==> src/rtl/baud_pkg.sv <==
package baud_pkg;

    localparam int ADDR_W = 3;

    localparam logic [ADDR_W-1:0] A_PRESC = 3'd0;
    localparam logic [ADDR_W-1:0] A_RLD_S = 3'd1;
    localparam logic [ADDR_W-1:0] A_RLD_L = 3'd2;
    localparam logic [ADDR_W-1:0] A_SEL   = 3'd3;
    localparam logic [ADDR_W-1:0] A_MODE  = 3'd4;

    localparam logic [1:0] PRESC_OFF     = 2'b11;
    localparam logic [1:0] MODE_FIX_FAST = 2'd0;
    localparam logic [1:0] MODE_FIX_HALF = 2'd2;

    typedef enum logic [1:0] {
        SRC_FAST  = 2'd0,
        SRC_HALF  = 2'd1,
        SRC_SHORT = 2'd2,
        SRC_LONG  = 2'd3
    } src_e;

endpackage

==> src/rtl/bclk_prescaler.sv <==
module bclk_prescaler
    import baud_pkg::*;
#(
    parameter int STEP_LOG = 2
) (
    input  logic       clk,
    input  logic       rst_n,
    input  logic [1:0] sel,
    input  logic       restart,
    output logic       tick
);
    localparam int CNT_W = 3 * STEP_LOG;

    typedef struct packed {
        logic [CNT_W-1:0] cnt;
        logic             tick;
    } pre_t;

    pre_t pre_d, pre_q;
    logic [CNT_W-1:0] last;

    always_comb begin
        unique case (sel)
            2'd0:    last = CNT_W'((1 << STEP_LOG) - 1);
            2'd1:    last = CNT_W'((1 << (2 * STEP_LOG)) - 1);
            default: last = '1;
        endcase

        pre_d      = pre_q;
        pre_d.tick = 1'b0;
        if (restart || sel == PRESC_OFF) begin
            pre_d.cnt = '0;
        end else if (pre_q.cnt == last) begin
            pre_d.cnt  = '0;
            pre_d.tick = 1'b1;
        end else begin
            pre_d.cnt = pre_q.cnt + 1'b1;
        end
    end

    always_ff @(posedge clk or negedge rst_n) begin
        if (!rst_n) pre_q <= '0;
        else        pre_q <= pre_d;
    end

    assign tick = pre_q.tick;

endmodule

==> src/rtl/bclk_reload_timer.sv <==
module bclk_reload_timer #(
    parameter int W = 8
) (
    input  logic         clk,
    input  logic         rst_n,
    input  logic         step,
    input  logic         load,
    input  logic [W-1:0] load_val,
    input  logic [W-1:0] reload,
    output logic         ovf
);
    typedef struct packed {
        logic [W-1:0] cnt;
        logic         ovf;
    } tmr_t;

    tmr_t tmr_d, tmr_q;

    always_comb begin
        tmr_d     = tmr_q;
        tmr_d.ovf = 1'b0;
        if (load) begin
            tmr_d.cnt = load_val;
        end else if (step) begin
            if (&tmr_q.cnt) begin
                tmr_d.cnt = reload;
                tmr_d.ovf = 1'b1;
            end else begin
                tmr_d.cnt = tmr_q.cnt + 1'b1;
            end
        end
    end

    always_ff @(posedge clk or negedge rst_n) begin
        if (!rst_n) tmr_q <= '0;
        else        tmr_q <= tmr_d;
    end

    assign ovf = tmr_q.ovf;

endmodule

==> src/rtl/bclk_lane.sv <==
module bclk_lane
    import baud_pkg::*;
#(
    parameter int OVS = 16
) (
    input  logic clk,
    input  logic rst_n,
    input  src_e src,
    input  logic tick_half,
    input  logic tick_short,
    input  logic tick_long,
    output logic os_tick,
    output logic bit_tick
);
    localparam int PH_W = $clog2(OVS);

    typedef struct packed {
        src_e            src;
        logic [PH_W-1:0] ph;
        logic            os;
        logic            bt;
    } lane_t;

    lane_t lane_d, lane_q;
    logic  sel_tick;

    always_comb begin
        unique case (src)
            SRC_FAST:  sel_tick = 1'b1;
            SRC_HALF:  sel_tick = tick_half;
            SRC_SHORT: sel_tick = tick_short;
            default:   sel_tick = tick_long;
        endcase

        lane_d     = lane_q;
        lane_d.src = src;
        lane_d.os  = sel_tick;
        lane_d.bt  = 1'b0;
        if (src != lane_q.src) begin
            lane_d.ph = sel_tick ? PH_W'(1) : '0;
        end else if (sel_tick) begin
            if (lane_q.ph == PH_W'(OVS - 1)) begin
                lane_d.ph = '0;
                lane_d.bt = 1'b1;
            end else begin
                lane_d.ph = lane_q.ph + 1'b1;
            end
        end
    end

    always_ff @(posedge clk or negedge rst_n) begin
        if (!rst_n) begin
            lane_q     <= '0;
            lane_q.src <= SRC_FAST;
        end else begin
            lane_q <= lane_d;
        end
    end

    assign os_tick  = lane_q.os;
    assign bit_tick = lane_q.bt;

endmodule

==> src/rtl/baud_clkgen.sv <==
module baud_clkgen
    import baud_pkg::*;
#(
    parameter int NUM_UART = 2,
    parameter int SHORT_W  = 8,
    parameter int LONG_W   = 16,
    parameter int OVS      = 16,
    parameter int STEP_LOG = 2
) (
    input  logic                  clk,
    input  logic                  rst_n,
    input  logic                  wr_en,
    input  logic [ADDR_W-1:0]     wr_addr,
    input  logic [LONG_W-1:0]     wr_data,
    output logic [2*NUM_UART-1:0] os_tick,
    output logic [2*NUM_UART-1:0] bit_tick
);
    localparam int DIRS   = 2 * NUM_UART;
    localparam int MODE_W = 2 * NUM_UART;

    typedef struct packed {
        logic [1:0]         presc;
        logic [SHORT_W-1:0] rld_s;
        logic [LONG_W-1:0]  rld_l;
        logic [DIRS-1:0]    use_long;
        logic [MODE_W-1:0]  mode;
        logic               half;
    } cfg_t;

    cfg_t cfg_d, cfg_q;
    logic presc_wr, load_s, load_l;
    logic ptick, ovf_s, ovf_l;
    logic [1:0] presc_sel;

    assign presc_wr  = wr_en && (wr_addr == A_PRESC);
    assign load_s    = wr_en && (wr_addr == A_RLD_S);
    assign load_l    = wr_en && (wr_addr == A_RLD_L);
    assign presc_sel = cfg_q.presc;

    always_comb begin
        cfg_d      = cfg_q;
        cfg_d.half = ~cfg_q.half;
        if (wr_en) begin
            unique case (wr_addr)
                A_PRESC: cfg_d.presc    = wr_data[1:0];
                A_RLD_S: cfg_d.rld_s    = wr_data[SHORT_W-1:0];
                A_RLD_L: cfg_d.rld_l    = wr_data[LONG_W-1:0];
                A_SEL:   cfg_d.use_long = wr_data[DIRS-1:0];
                A_MODE:  cfg_d.mode     = wr_data[MODE_W-1:0];
                default: ;
            endcase
        end
    end

    always_ff @(posedge clk or negedge rst_n) begin
        if (!rst_n) cfg_q <= '0;
        else        cfg_q <= cfg_d;
    end

    bclk_prescaler #(.STEP_LOG(STEP_LOG)) u_pre (
        .clk     (clk),
        .rst_n   (rst_n),
        .sel     (cfg_q.presc),
        .restart (presc_wr),
        .tick    (ptick)
    );

    bclk_reload_timer #(.W(SHORT_W)) u_tmr_s (
        .clk      (clk),
        .rst_n    (rst_n),
        .step     (ptick),
        .load     (load_s),
        .load_val (wr_data[SHORT_W-1:0]),
        .reload   (cfg_q.rld_s),
        .ovf      (ovf_s)
    );

    bclk_reload_timer #(.W(LONG_W)) u_tmr_l (
        .clk      (clk),
        .rst_n    (rst_n),
        .step     (ptick),
        .load     (load_l),
        .load_val (wr_data[LONG_W-1:0]),
        .reload   (cfg_q.rld_l),
        .ovf      (ovf_l)
    );

    for (genvar d = 0; d < DIRS; d++) begin : g_lane
        logic [1:0] mode;
        src_e       src;

        assign mode = cfg_q.mode[2*(d/2) +: 2];

        always_comb begin
            if (mode == MODE_FIX_FAST)      src = SRC_FAST;
            else if (mode == MODE_FIX_HALF) src = SRC_HALF;
            else if (cfg_q.use_long[d])     src = SRC_LONG;
            else                            src = SRC_SHORT;
        end

        bclk_lane #(.OVS(OVS)) u_lane (
            .clk        (clk),
            .rst_n      (rst_n),
            .src        (src),
            .tick_half  (cfg_q.half),
            .tick_short (ovf_s),
            .tick_long  (ovf_l),
            .os_tick    (os_tick[d]),
            .bit_tick   (bit_tick[d])
        );
    end

endmodule

==> config.mk <==
export PLATFORM = sky130hd
export DESIGN_NAME = baud_clkgen
export DESIGN_NICKNAME = d
export VERILOG_FILES = /design/src/rtl/baud_pkg.sv /design/src/rtl/bclk_prescaler.sv /design/src/rtl/bclk_reload_timer.sv /design/src/rtl/bclk_lane.sv /design/src/rtl/baud_clkgen.sv
export SDC_FILE = /design/constraint.sdc
export NUM_CORES = 1
export LEC_CHECK = 0
export BUFFER_PORTS_ARGS = -buffer_cell sky130_fd_sc_hd__buf_4
export CELL_PAD_IN_SITES_DETAIL_PLACEMENT = 0
export CELL_PAD_IN_SITES_GLOBAL_PLACEMENT = 1
export CORE_ASPECT_RATIO = 1.1
export CORE_UTILIZATION = 43
export CTS_CLUSTER_DIAMETER = 60
export CTS_CLUSTER_SIZE = 24
export DETAILED_ROUTE_END_ITERATION = 10
export HOLD_SLACK_MARGIN = 0.03
export PLACE_DENSITY = 0.77
export REMOVE_ABC_BUFFERS = 1
export SYNTH_ARGS = -nofsm -noshare
export SYNTH_HDL_FRONTEND = slang
export SYNTH_SLANG_ARGS = --single-unit
==> constraint.sdc <==
create_clock -name clk -period 1.6 [get_ports clk]
set_input_delay 0.32 -clock clk [delete_from_list [all_inputs] [get_ports clk]]
set_output_delay 0.32 -clock clk [all_outputs]
set_load 0.03 [all_outputs]
After elaboration in Yosys (flattened, before gate mapping)
Index checks and enable logic that the tools add are counted.
{"block": "op_classes", "bitwise_logic": 1, "mux": 59, "addsub": 7, "reduce_logical": 25, "n_eq_ne": 25}
{"op": "$mux 4", "count": 12}
{"op": "$mux 16", "count": 2}
{"op": "$mux 1", "count": 26}
{"op": "$mux 17", "count": 1}
{"op": "$add 16x1->16 const B", "count": 1}
{"op": "$add 4x1->4 const B", "count": 4}
{"op": "$eq 4x4->1 const B", "count": 4}
{"op": "$mux 2", "count": 8}
{"op": "$mux 8", "count": 2}
{"op": "$reduce_and 16->1", "count": 1}
{"op": "$eq 2x2->1 const B", "count": 7}
{"op": "$logic_not 2->1", "count": 7}
{"op": "$mux 6", "count": 2}
{"op": "$pmux 1 s3", "count": 4}
{"op": "$pmux 6 s2", "count": 1}
{"op": "$reduce_bool 2->1", "count": 6}
{"op": "$eq 2x1->1 const B", "count": 5}
{"op": "$reduce_and 2->1", "count": 5}
{"op": "$mux 9", "count": 1}
{"op": "$add 8x1->8 const B", "count": 1}
{"op": "$ne 2x2->1", "count": 4}
{"op": "$reduce_and 8->1", "count": 1}
{"op": "$add 6x1->6 const B", "count": 1}
{"op": "$eq 3x2->1 const B", "count": 2}
{"op": "other kinds (7)", "count": 9}
{"block": "word_totals", "register_bits": 100, "word_cells": 145, "input_bits": 22, "output_inout_bits": 8}

Depth between registers and ports, before layout
Gate-level depths: netlist of the first run.
{"block": "logic_depth", "ltp_word": 7, "mapped_depth": 6, "mapped_depth_nobuf": 5}

Cells and area by module
From an unflattened synthesis of the first run, not the netlist that was laid out.
{"block": "hier_totals", "cells_unflattened": 455, "area_unflattened_um2": 5077.4}
{"mod": "bclk_lane", "area_per_inst_um2": 386.6, "seq_area_each_um2": 200.2, "cells_each": 31, "n_inst": 4}
{"mod": "baud_clkgen", "area_per_inst_um2": 1396.3, "seq_area_each_um2": 875.8, "cells_each": 90, "n_inst": 1}
{"mod": "bclk_reload_timer at u_tmr_l", "area_per_inst_um2": 1201.2, "seq_area_each_um2": 425.4, "cells_each": 138, "n_inst": 1}
{"mod": "bclk_reload_timer at u_tmr_s", "area_per_inst_um2": 590.6, "seq_area_each_um2": 225.2, "cells_each": 70, "n_inst": 1}
{"mod": "bclk_prescaler", "area_per_inst_um2": 342.8, "seq_area_each_um2": 175.2, "cells_each": 33, "n_inst": 1}

Worst setup path before layout of the first run
No wires, ideal clock.
{"block": "synth_path", "path_type": "register to register", "from": "register u_tmr_l.tmr_q[1] (netlist bit)", "to": "register u_tmr_l.tmr_q[16] (netlist bit)", "required_ns": 1.474, "t_arrival_ns": 1.628, "path_stages_with_launch": 6, "setup_time_ns": 0.126, "n_path_buf": 0, "setup_slack_ns": -0.155, "synth_period_minus_slack_ns": 1.755, "cell_sequence": "dfrtp_1 -> ha_1 -> nand4_1 -> nor4_4 -> nor2_2 -> a221o_2"}
{"block": "synth_between", "elab_chain_len": 4, "word_cells_on_any_way": 5, "cone_classes": "add/sub (1); mux (3); reduce/logical (1)"}
{"item": "start: declaration", "line": "bclk_reload_timer.sv:17", "rtl": "tmr_t tmr_d, tmr_q;"}
{"item": "start signal: assignment", "line": "bclk_reload_timer.sv:36", "rtl": "else tmr_q <= tmr_d;"}
{"item": "$add 16x1->16 or $reduce_and 16->1 (tied branches)", "line": "bclk_reload_timer.sv:29, bclk_reload_timer.sv:25"}
{"item": "$mux 16 (*)", "line": "bclk_reload_timer.sv:25", "rtl": "if (&tmr_q.cnt) begin"}
{"item": "$mux 17 (*)", "line": "bclk_reload_timer.sv:24", "rtl": "end else if (step) begin"}
{"item": "$mux 16 (*)", "line": "bclk_reload_timer.sv:22", "rtl": "if (load) begin"}
Every way passes the cells marked *; elsewhere a longest branch is shown, timed or not. The select of a mux whose other input is x is not followed.
A chain may end at the register's enable or synchronous reset.

Final worst setup path of the first run
{"block": "layout_path", "from": "register u_tmr_l.tmr_q[2] (netlist bit)", "to": "register u_tmr_l.tmr_q[4] (netlist bit)"}
The elaborated chain is that of the path after synthesis.

==> impl_metrics.json, run 1 <==
{
  "status": "complete, but fails checks",
  "violations": "setup timing",
  "grt_use_total_pct": 19.5,
  "antenna_found_initial": 0,
  "p_leak_uw": 0.00276,
  "endpoint_kind": "flip-flop",
  "ys_ff_latch": 98,
  "holdCritPathClass": "in2reg",
  "fillCellCount": 975,
  "relSlewSlack_pct": 60.6,
  "final_hold_viol_count": 0,
  "drive_above_1_share_pct": 24.5,
  "synth.mux.area_fraction_pct": 6.46,
  "cpPeakStageDelay_ps": 370,
  "drv_cap": 0,
  "peakVddDrop_mv": 0.784,
  "postSynthAreaPerCell_sq_um": 10.0,
  "crit_chain": "ha_2, nand4_1, nor4_4, buf_4, buf_6, mux2i_1, o211ai_1",
  "die-area_sq_mm": 0.0117,
  "drt_iter0_drc": 196,
  "ys_warn_count": 0,
  "period_share_pct": 101,
  "viasPerCell": 5.44,
  "required_ps": 1810,
  "root_buffer": "clkbuf_16",
  "die_w_microns": 103,
  "fmax_ghz": 0.620,
  "worstPathMaxFanout": 6,
  "synth_compound_area_share_pct": 12.4,
  "finalPower_uw": 8480,
  "cts_tree": "yes",
  "die_h_microns": 113,
  "wl_microns": 10700,
  "synth_common_cells": "dfrtp_1 (98), nand2_1 (93), nor2_1 (24)",
  "critPathBufInv": 2,
  "synth_top_area_cell": "dfrtp_1",
  "core_sq_mm": 0.0110,
  "place_congestion": 0.806,
  "clk_latency_ps": 340,
  "multiInputGateArea_sq_mm": 0.00228,
  "utilization_pct": 54.3,
  "synth_area_sq_mm": 0.00486,
  "synthSimpleGateAreaFrac_pct": 19.7,
  "rsz0062_at_grt": "yes",
  "synth_cell_types": 55,
  "cts.sinks": 98,
  "synth-edff-count": 0,
  "path_delay_family": "flip-flops",
  "antenna_cells": 0,
  "clockBufferDepth": 2,
  "synthXorXnorAreaFrac_pct": 4.69,
  "fin_ws_ps": -12.1,
  "synth_most_common_cell": "dfrtp_1",
  "grt_max_degree": 29,
  "drc": 0,
  "synth_cells": 485,
  "num_vias": 3838,
  "grt_pass1_vias": 3689,
  "firstDrtPassIters": 4,
  "wl_per_cell_microns": 15.1,
  "portBuffers": 29,
  "synth_top_family_by_area": "simple AND/OR/NAND/NOR gates",
  "nets": 584,
  "powerDensity_mw_per_mm2": 1430,
  "synth-seq-area-share_pct": 50.5,
  "area_delta_synth_final_pct": 22.5,
  "num_rows": 40,
  "cts_buffers": 9,
  "synth_area_leaders": "dfrtp_1 (50%), nand2_1 (7.2%), mux2i_1 (3.9%)",
  "final_antenna_net_count": 0,
  "synthAdderAreaFrac_pct": 1.80,
  "seq_area_sq_mm": 0.00245,
  "finalSetupViolations": 7,
  "start_util_pct": 44.3,
  "htree_levels": 3,
  "path_class": "reg2reg",
  "slew_violations": 0,
  "grt-ovfl-total": 0,
  "grt_pass1_wl_microns": 17900,
  "worstPathArrival_ps": 1830,
  "ios": 30,
  "start_kind": "flip-flop",
  "fin_skew_ps": 8.26,
  "tightest_slew_ps": 589,
  "dp_hpwl_microns": 7630,
  "synth_ff_type": "dfrtp_1",
  "cpMaxStageDelayCell": "dfrtp_1",
  "path_clk_slew_ps": 70,
  "yosysTopAreaCellShare_pct": 50.5,
  "ys_async_sr_fraction_pct": 100,
  "min_period_ps": 1610
}
## per-stage QoR
| stage | setup TNS [ps] | cells | setup slack, ps | hold WS (ps) | cell area (sq um) |
|---|---|---|---|---|---|
| final | -36.1 | 706 | -12.1 | 180 | 5950 |
| after global routing | -891 | 706 | -126 | 183 | 5950 |
| after CTS | -154 | 704 | -44.3 | 179 | 5860 |
| after detailed placement | -809 | 687 | -106 | 277 | 5570 |
| after global placement | -300 | 687 | -63.5 | 278 | 5570 |
| after floorplan | -45230 | 458 | -2020 | 24.4 | 4710 |
## worst paths after layout
check | from | endpoint | slack, ps | cells past startpoint
hold reg to reg | u_pre.pre_q[1] | u_pre.pre_q[1] | 470 | 1
setup reg to reg | u_tmr_l.tmr_q[2] | u_tmr_l.tmr_q[4] | -10 | 7
hold / removal | wr_data[11] | cfg_q[20] | 180 | 3
min in group asynchronous | rst_n | g_lane[2].u_lane.lane_q[3] | 440 | 2
max in group asynchronous | rst_n | cfg_q[16] | 670 | 3
setup / recovery | u_tmr_l.tmr_q[2] | u_tmr_l.tmr_q[4] | -10 | 7
## where the power goes
group	leakage [uW]	switching [uW]	internal, uW	total [uW]
clock	0.000133	975	1070	2040
combinational	0.00139	1390	1390	2770
sequential	0.00124	558	3110	3660
total	0.00276	2920	5560	8480
## worst reg2reg max path, delay by kind of cell, from the launching register on
kind                       cells  cell delay (ps)
muxes                          1              180
buffers and inverters          2              310
DFF                            1              370
AOI/OAI and AO/OA              1               90
and+or+nand+nor                2              340
adders and majority gates      1              200
## cell type report
cell class	count	area share, %
Tap cell	147	3.09
Timing Repair Buffer	86	11.6
Clock inverter	6	0.799
Sequential cell	98	41.2
Multi-Input combinational cell	341	38.3
Inverter	19	1.20
Clock buffer	9	3.78
## repair_timing
item                                    CTS  global route
gates resized for setup                   4            17
pin swaps                                 1             9
setup buffers                             1             2
hold endpoints to repair                 23             0
gates cloned                              0             0
hold buffers                              1             0
endpoints found under the setup margin   14            21
## registers in the layout, indices dropped and copies added (netlist names)
signal,cells
cfg_q,33
g_lane.u_lane.lane_q,22
u_tmr_l.tmr_q,16
u_tmr_s.tmr_q,8
u_pre.pre_q,6
g_lane.u_lane.bit_tick,4
g_lane.u_lane.os_tick,4
presc_sel,2
u_pre.tick,1
u_tmr_l.ovf,1
u_tmr_s.ovf,1
## cells in the final DEF (no fill, tap or decap), types with 3 or more instances in the layout
master / n
o21ai_0: 9
clkbuf_16: 9
nor2_1: 24
ha_1: 6
dfrtp_1: 98
a41oi_1: 4
a21oi_1: 13
a22o_1: 6
inv_1: 19
xnor2_1: 14
inv_6: 4
a211oi_1: 3
o21a_1: 3
o31ai_1: 9
mux2_2: 11
nand2_1: 93
o211ai_1: 6
buf_4: 81
nand4_1: 12
and4b_1: 3
buf_12: 3
nor3_1: 13
a221o_2: 4
nand3_1: 11
a31oi_1: 10
xor2_1: 12
nand2b_1: 7
a21oi_2: 3
mux2i_1: 18
nor4_2: 3
## kinds of logic (layout without fill, tap and decap cells)
logic type                 Yosys count  count (layout)
and+or+nand+nor                    192             192
AOI/OAI and AO/OA                   86              86
DFF                                 98              98
muxes                               30              30
xor gates and xnor gates            26              26
adders and majority gates            7               7
buffers and inverters               46             120
## per-layer routing
metal  track usage, %  up-vias  share of wire [%]
li1                 -     1867                  -
met1             27.1     1887                 47
met2             30.6       66                 48
met3             3.92       18                3.4
met4             6.29        0                2.0
met5                0        -                  0
Power figures use the tool's default switching activity.
==> run 2: changes to the inputs <==
ABC_AREA = 1   (was not set)
CORE_UTILIZATION = 41   (was 43)
PLACE_DENSITY = 0.78   (was 0.77)
SLEW_MARGIN = 20   (was not set)
==> run 2 against run 1 <==
The run now ends clean. First-iteration DRC count rose by 19%. Worst setup slack improved by 150 ps. Critical path depth rose by 1. Sequential power rose by 5%. Register-to-register slack improved by 150 ps. Clock skew fell by 0.57 ps. Utilization fell by 5.2 points. Critical endpoint is now u_tmr_l.tmr_q[8]. Global-route usage fell by 0.68 points. Sequential share of layout area fell by 0.39 points. Non-clock buffer count fell by 39. Area after synthesis rose by 7.7%.
==> impl_metrics.json, run 2 <==
{
  "cts_tree": "yes",
  "final_hold_viol_count": 0,
  "hp-start": "wr_data[5]",
  "seqPwrFrac_pct": 43.3,
  "intPower_uw": 5670,
  "top_regs": "cfg_q: 33 flops, g_lane.u_lane.lane_q: 22 flops, u_tmr_l.tmr_q: 16 flops",
  "drc": 0,
  "endpoint_kind": "flip-flop",
  "worstSetupStartpoint": "u_tmr_l.tmr_q[1]",
  "synth_top_area_cell": "dfrtp_1",
  "p_clk_share_pct": 27.0,
  "cpMaxStageDelayCell": "dfrtp_1",
  "slew_violations": 0,
  "largest_reg_flops": 33,
  "rr_startpoint": "u_tmr_l.tmr_q[1]",
  "area_delta_synth_final_pct": 14.8,
  "finalSetupViolations": 0,
  "drv_cap": 0,
  "required_ps": 1850,
  "ys_ff_latch": 98,
  "rrSetupSlack_ps": 140,
  "crit_chain": "ha_1, nand2_2, nor2_4, nand3_1, nor2_4, nand2_1, nand3_1, nand2_1",
  "clockBufferDepth": 2,
  "postSynthAreaPerCell_sq_um": 7.81,
  "antenna_found_initial": 0,
  "worstPathMaxFanout": 7,
  "grt_pass1_vias": 4094,
  "placed_cells": 848,
  "layout_commonest_cell": "nand2_1",
  "tightest_slew_ps": 398,
  "path_class": "reg2reg",
  "grt_max_degree": 31,
  "holdCritPathClass": "in2reg",
  "htree_levels": 3,
  "grt-ovfl-total": 0,
  "mostFrequentLayoutCells": "nand2_1 (185), inv_1 (99), dfrtp_1 (98)",
  "period_share_pct": 91.3,
  "grt_use_total_pct": 18.9,
  "die_w_microns": 110,
  "synth_most_common_cell": "nand2_1",
  "switching_share_pct": 35.9,
  "path_clk_slew_ps": 70,
  "num_rows": 42,
  "holdPathEnd": "cfg_q[14]",
  "start_util_pct": 42.7,
  "regMostFlops": "cfg_q",
  "whs_path_depth": 3,
  "core_sq_mm": 0.0122,
  "synth_cell_types": 30,
  "synth_ff_type": "dfrtp_1",
  "synth-edff-count": 0,
  "viasPerCell": 4.90,
  "root_buffer": "clkbuf_16",
  "min_period_ps": 1460,
  "yosysTopAreaCellShare_pct": 46.9,
  "finalPower_uw": 8850,
  "ys_async_sr_fraction_pct": 100,
  "drive_above_1_share_pct": 13.8,
  "ys_warn_count": 0,
  "synth_area_sq_mm": 0.00523,
  "rr_worst_depth": 8,
  "num_vias": 4242,
  "switching_power_uw": 3170,
  "synth-seq-area-share_pct": 46.9,
  "firstDrtPassIters": 4,
  "powerDensity_mw_per_mm2": 1470,
  "ios": 30,
  "combinationalPowerShare_pct": 29.7,
  "dp_hpwl_microns": 7990,
  "nets": 735,
  "wl_per_cell_microns": 12.5,
  "final_cells": 865,
  "synth_area_leaders": "dfrtp_1 (47%), nand2_1 (13%), inv_1 (7.1%)",
  "die-area_sq_mm": 0.0132,
  "rsz0062_at_grt": "no",
  "clk_latency_ps": 360,
  "fmax_ghz": 0.685,
  "start_kind": "flip-flop",
  "final_antenna_net_count": 0,
  "relSlewSlack_pct": 73.5,
  "cts_buffers": 9,
  "cpPeakStageDelay_ps": 360,
  "drt_iter0_drc": 233,
  "wl_microns": 10800,
  "grt_pass1_wl_microns": 19200,
  "timing.rr.end": "u_tmr_l.tmr_q[8]",
  "p_leak_uw": 0.00307,
  "portBuffers": 29,
  "cts.sinks": 98,
  "synth_common_cells": "nand2_1 (186), inv_1 (99), dfrtp_1 (98)",
  "die_h_microns": 120,
  "fin_skew_ps": 7.69,
  "worstPathArrival_ps": 1710,
  "antenna_cells": 0,
  "place_congestion": 0.830,
  "synth_cells": 670,
  "status": "finished clean",
  "peakVddDrop_mv": 0.752
}
==> run 2: cell count changes after synthesis, moves of 11 or more <==
cell / before / now
mux2i_1: 19 / 0
o22ai_1: 1 / 13
nor2_1: 24 / 48
inv_1: 19 / 99
xnor2_1: 14 / 1
nand3_1: 12 / 64
mux2_2: 11 / 0
o21ai_0: 11 / 45
nand2_1: 93 / 186
==> run 2: final cells by class <==
cell class,instances,area [sq um]
inverter,101,379
clock buffer,9,225
fill,1195,6240
multi-input combinational,449,2270
sequential,98,2450
clock inverter,7,103
tap,154,193
timing repair buffer,47,380
==> run 2: repair_timing <==
action | CTS | global route
buffers inserted | 0 | 0
gates resized for setup | 0 | 5
endpoints found under the setup margin | 0 | 6
hold buffers | 1 | 0
hold endpoints to repair | 22 | 0
==> run 2: power groups by stage <==
stage | sequential, uW | combinational, uW | clock [uW]
finish | 3830 | 2630 | 2390
global route | 3950 | 3070 | 2550
CTS | 3840 | 2650 | 2460
detailed placement | 3870 | 2640 | 0
global placement | 3850 | 2580 | 0
floorplan | 3760 | 1950 | 0
==> run 2: how the worst max path moves through the flow <==
stage / end / slack, ps / depth (start not counted)
after floorplan: u_tmr_l.tmr_q[3] / -390 / 7
after global placement: u_tmr_l.tmr_q[14] / 160 / 7
after detailed placement: u_tmr_s.tmr_q[4] / 130 / 8
after CTS: u_tmr_s.tmr_q[4] / 110 / 8
after global routing: g_lane[2].u_lane.bit_tick / 1 / 6
final: u_tmr_l.tmr_q[8] / 140 / 8
==> run 2: cells by family (layout without fill, tap and decap cells) <==
group                    Yosys count  count (layout)  synth area share [%]
XOR/XNOR                          14              14                  3.20
AND/OR/NAND/NOR                  345             345                  29.5
flip-flops                        98              98                  46.9
AO/OA/AOI/OAI                     83              83                  8.75
buffers and inverters            123             164                  10.0
adder cells (fa/ha/maj)            7               7                  1.67
==> run 2: stage by stage <==
stage                     TNS [ps]  cell area [sq um]  setup WS, ps  util [%]  hold WS [ps]
after global placement           0               5650           164      46.2           272
after global routing             0               6010          1.43      49.1           210
after detailed placement         0               5650           128      46.2           274
final                            0               6010           139      49.1           194
after CTS                        0               5990           110      48.9           193
after floorplan              -6110               5090          -391         -          24.4
==> run 2: routing by layer <==
metal | global-route usage (%) | part of all wire [%]
met4 | 8.00 | 1.9
met1 | 24.4 | 47
met2 | 31.1 | 49
met5 | 0 | 0
met3 | 3.02 | 2.4
==> run 2: critical path, delay by kind of cell (launching register included) <==
| family | cells | cell delay, ps |
|---|---|---|
| AND/OR/NAND/NOR | 7 | 810 |
| adder cells (fa/ha/maj) | 1 | 190 |
| flip-flops | 1 | 360 |
==> run 3: changes to the inputs <==
ABC_AREA = not set   (was 1)
CORE_UTILIZATION = 43   (was 41)
GPL_TIMING_DRIVEN = 0   (was not set)
PLACE_DENSITY = 0.77   (was 0.78)
==> run 3 against run 2 <==
The run now ends with setup timing left. Maximum frequency shrank 13%. Worst hold slack lost 170 ps. Count of clock-buffer cells in the layout is the same. Non-clock buffer count shrank 2. Utilization grew 3.1 points. Critical path type unchanged. Largest cell class unchanged. Highest routed layer unchanged.
==> impl_metrics.json, run 3 (synthesis results as in run 1) <==
{
  "viasPerCell": 5.46,
  "timing.rr.end": "u_tmr_l.tmr_q[16]",
  "worstPathArrival_ps": 1910,
  "cts_hold_buf": 0,
  "nets": 543,
  "antenna_found_initial": 0,
  "holdCritPathClass": "in2async",
  "crit_chain": "nand4_1, nor4_2, xor2_1, a221o_2",
  "portBuffers": 29,
  "cts_tree": "yes",
  "grt_use_total_pct": 18.9,
  "grt_pass1_vias": 3587,
  "start_util_pct": 44.3,
  "core_sq_mm": 0.0110,
  "final_antenna_net_count": 0,
  "die_h_microns": 113,
  "path_clk_slew_ps": 70,
  "slew_violations": 0,
  "largest_reg_flops": 33,
  "required_ps": 1830,
  "whs_ps": 28.2,
  "root_buffer": "clkbuf_16",
  "cpMaxStageDelayCell": "dfrtp_1",
  "fmax_ghz": 0.595,
  "path_delay_family": "simple AND/OR/NAND/NOR gates",
  "final_hold_viol_count": 0,
  "clk_latency_ps": 350,
  "rr_startpoint": "u_tmr_l.tmr_q[4]",
  "drt_iter0_drc": 192,
  "powerDensity_mw_per_mm2": 1450,
  "grt_pass1_wl_microns": 17300,
  "status": "complete, but fails checks",
  "firstDrtPassIters": 4,
  "endpoint_kind": "flip-flop",
  "drv_cap": 0,
  "num_vias": 3635,
  "finalPower_uw": 8320,
  "grt-ovfl-total": 0,
  "htree_levels": 3,
  "violations": "setup timing",
  "finalSetupViolations": 6,
  "fin_skew_ps": 7.11,
  "clockBufferDepth": 2,
  "grt_max_degree": 99,
  "drive_above_1_share_pct": 22.9,
  "mostFrequentLayoutCells": "nand2_1 (91), dfrtp_1 (84), buf_4 (40)",
  "antenna_cells": 0,
  "start_kind": "flip-flop",
  "tightest_slew_ps": 922,
  "place_congestion": 0.770,
  "rr_worst_depth": 4,
  "die-area_sq_mm": 0.0117,
  "wl_microns": 10200,
  "rrSetupSlack_ps": -80,
  "drc": 0,
  "die_w_microns": 103,
  "cpPeakStageDelay_ps": 470,
  "num_rows": 40,
  "fin_ws_ps": -80.6,
  "ios": 30,
  "cts.sinks": 98,
  "dp_hpwl_microns": 6660,
  "relSlewSlack_pct": 38.5,
  "rsz0062_at_grt": "yes",
  "path_class": "reg2reg",
  "top_regs": "cfg_q: 33 flops, g_lane.u_lane.lane_q: 22 flops, u_tmr_l.tmr_q: 16 flops",
  "worstPathMaxFanout": 7,
  "period_share_pct": 105,
  "regMostFlops": "cfg_q",
  "layout_commonest_cell": "nand2_1",
  "critPathBufInv": 0,
  "peakVddDrop_mv": 0.528,
  "area_delta_synth_final_pct": 17.7,
  "p_leak_uw": 0.00256,
  "cts_buffers": 9,
  "min_period_ps": 1680,
  "wl_per_cell_microns": 15.3
}
run 3: report_power, final:
group	total [uW]	internal, uW	switching [uW]	leakage, uW
clock network	2220	1220	991	0.000146
registers	3920	3130	782	0.00122
logic	2190	1090	1100	0.00119
total	8320	5440	2880	0.00256
run 3: worst max path at each step:
stage,end,cells past startpoint,slack [ps],startpoint
after floorplan,u_tmr_l.tmr_q[10],4,-2020,wr_addr[2]
after global placement,u_tmr_l.tmr_q[10],5,-4180,wr_en
after detailed placement,u_tmr_l.tmr_q[16],5,-920,wr_addr[2]
after CTS,u_tmr_l.tmr_q[2],7,-130,u_tmr_l.tmr_q[2]
after global routing,u_tmr_l.tmr_q[16],5,-130,u_tmr_l.tmr_q[2]
final,u_tmr_l.tmr_q[16],4,-80,u_tmr_l.tmr_q[4]
run 3: final cells by class:
cell class              instances  area, sq um
well taps                     147          184
clock inverters                 7         77.6
fillers                       997         5240
multi-input cells             341         2330
clock buffers                   9          225
inverters                      19         71.3
repair buffers                 45          357
flip-flops and latches         98         2470
run 3: per-layer routing:
layer | vias up | global-route usage [%] | routed length, microns
met2 | 45 | 30.6 | 4870
met1 | 1798 | 25.5 | 4820
met5 | - | 0 | 0
met3 | 13 | 2.51 | 301
li1 | 1779 | - | -
met4 | 0 | 7.61 | 167
run 3: what timing repair did:
| action | 4_1_cts | 5_1_grt |
|---|---|---|
| endpoints found under the setup margin | 28 | 21 |
| resized for setup | 22 | 26 |
| pin swaps | 6 | 8 |
| buffers inserted | 7 | 7 |
run 3: through the flow:
step           setup TNS, ps  std cells  area, sq um  utilization [%]  setup WS [ps]
3_3_place_gp         -113420        634         5110             46.7          -4180
3_5_place_dp          -13960        637         5170             47.1           -923
6_report                -288        666         5720             52.2          -80.6
5_1_grt                 -749        666         5720             52.2           -128
2_1_floorplan         -45230        458         4710                -          -2020
4_1_cts                -1110        660         5600             51.1           -129
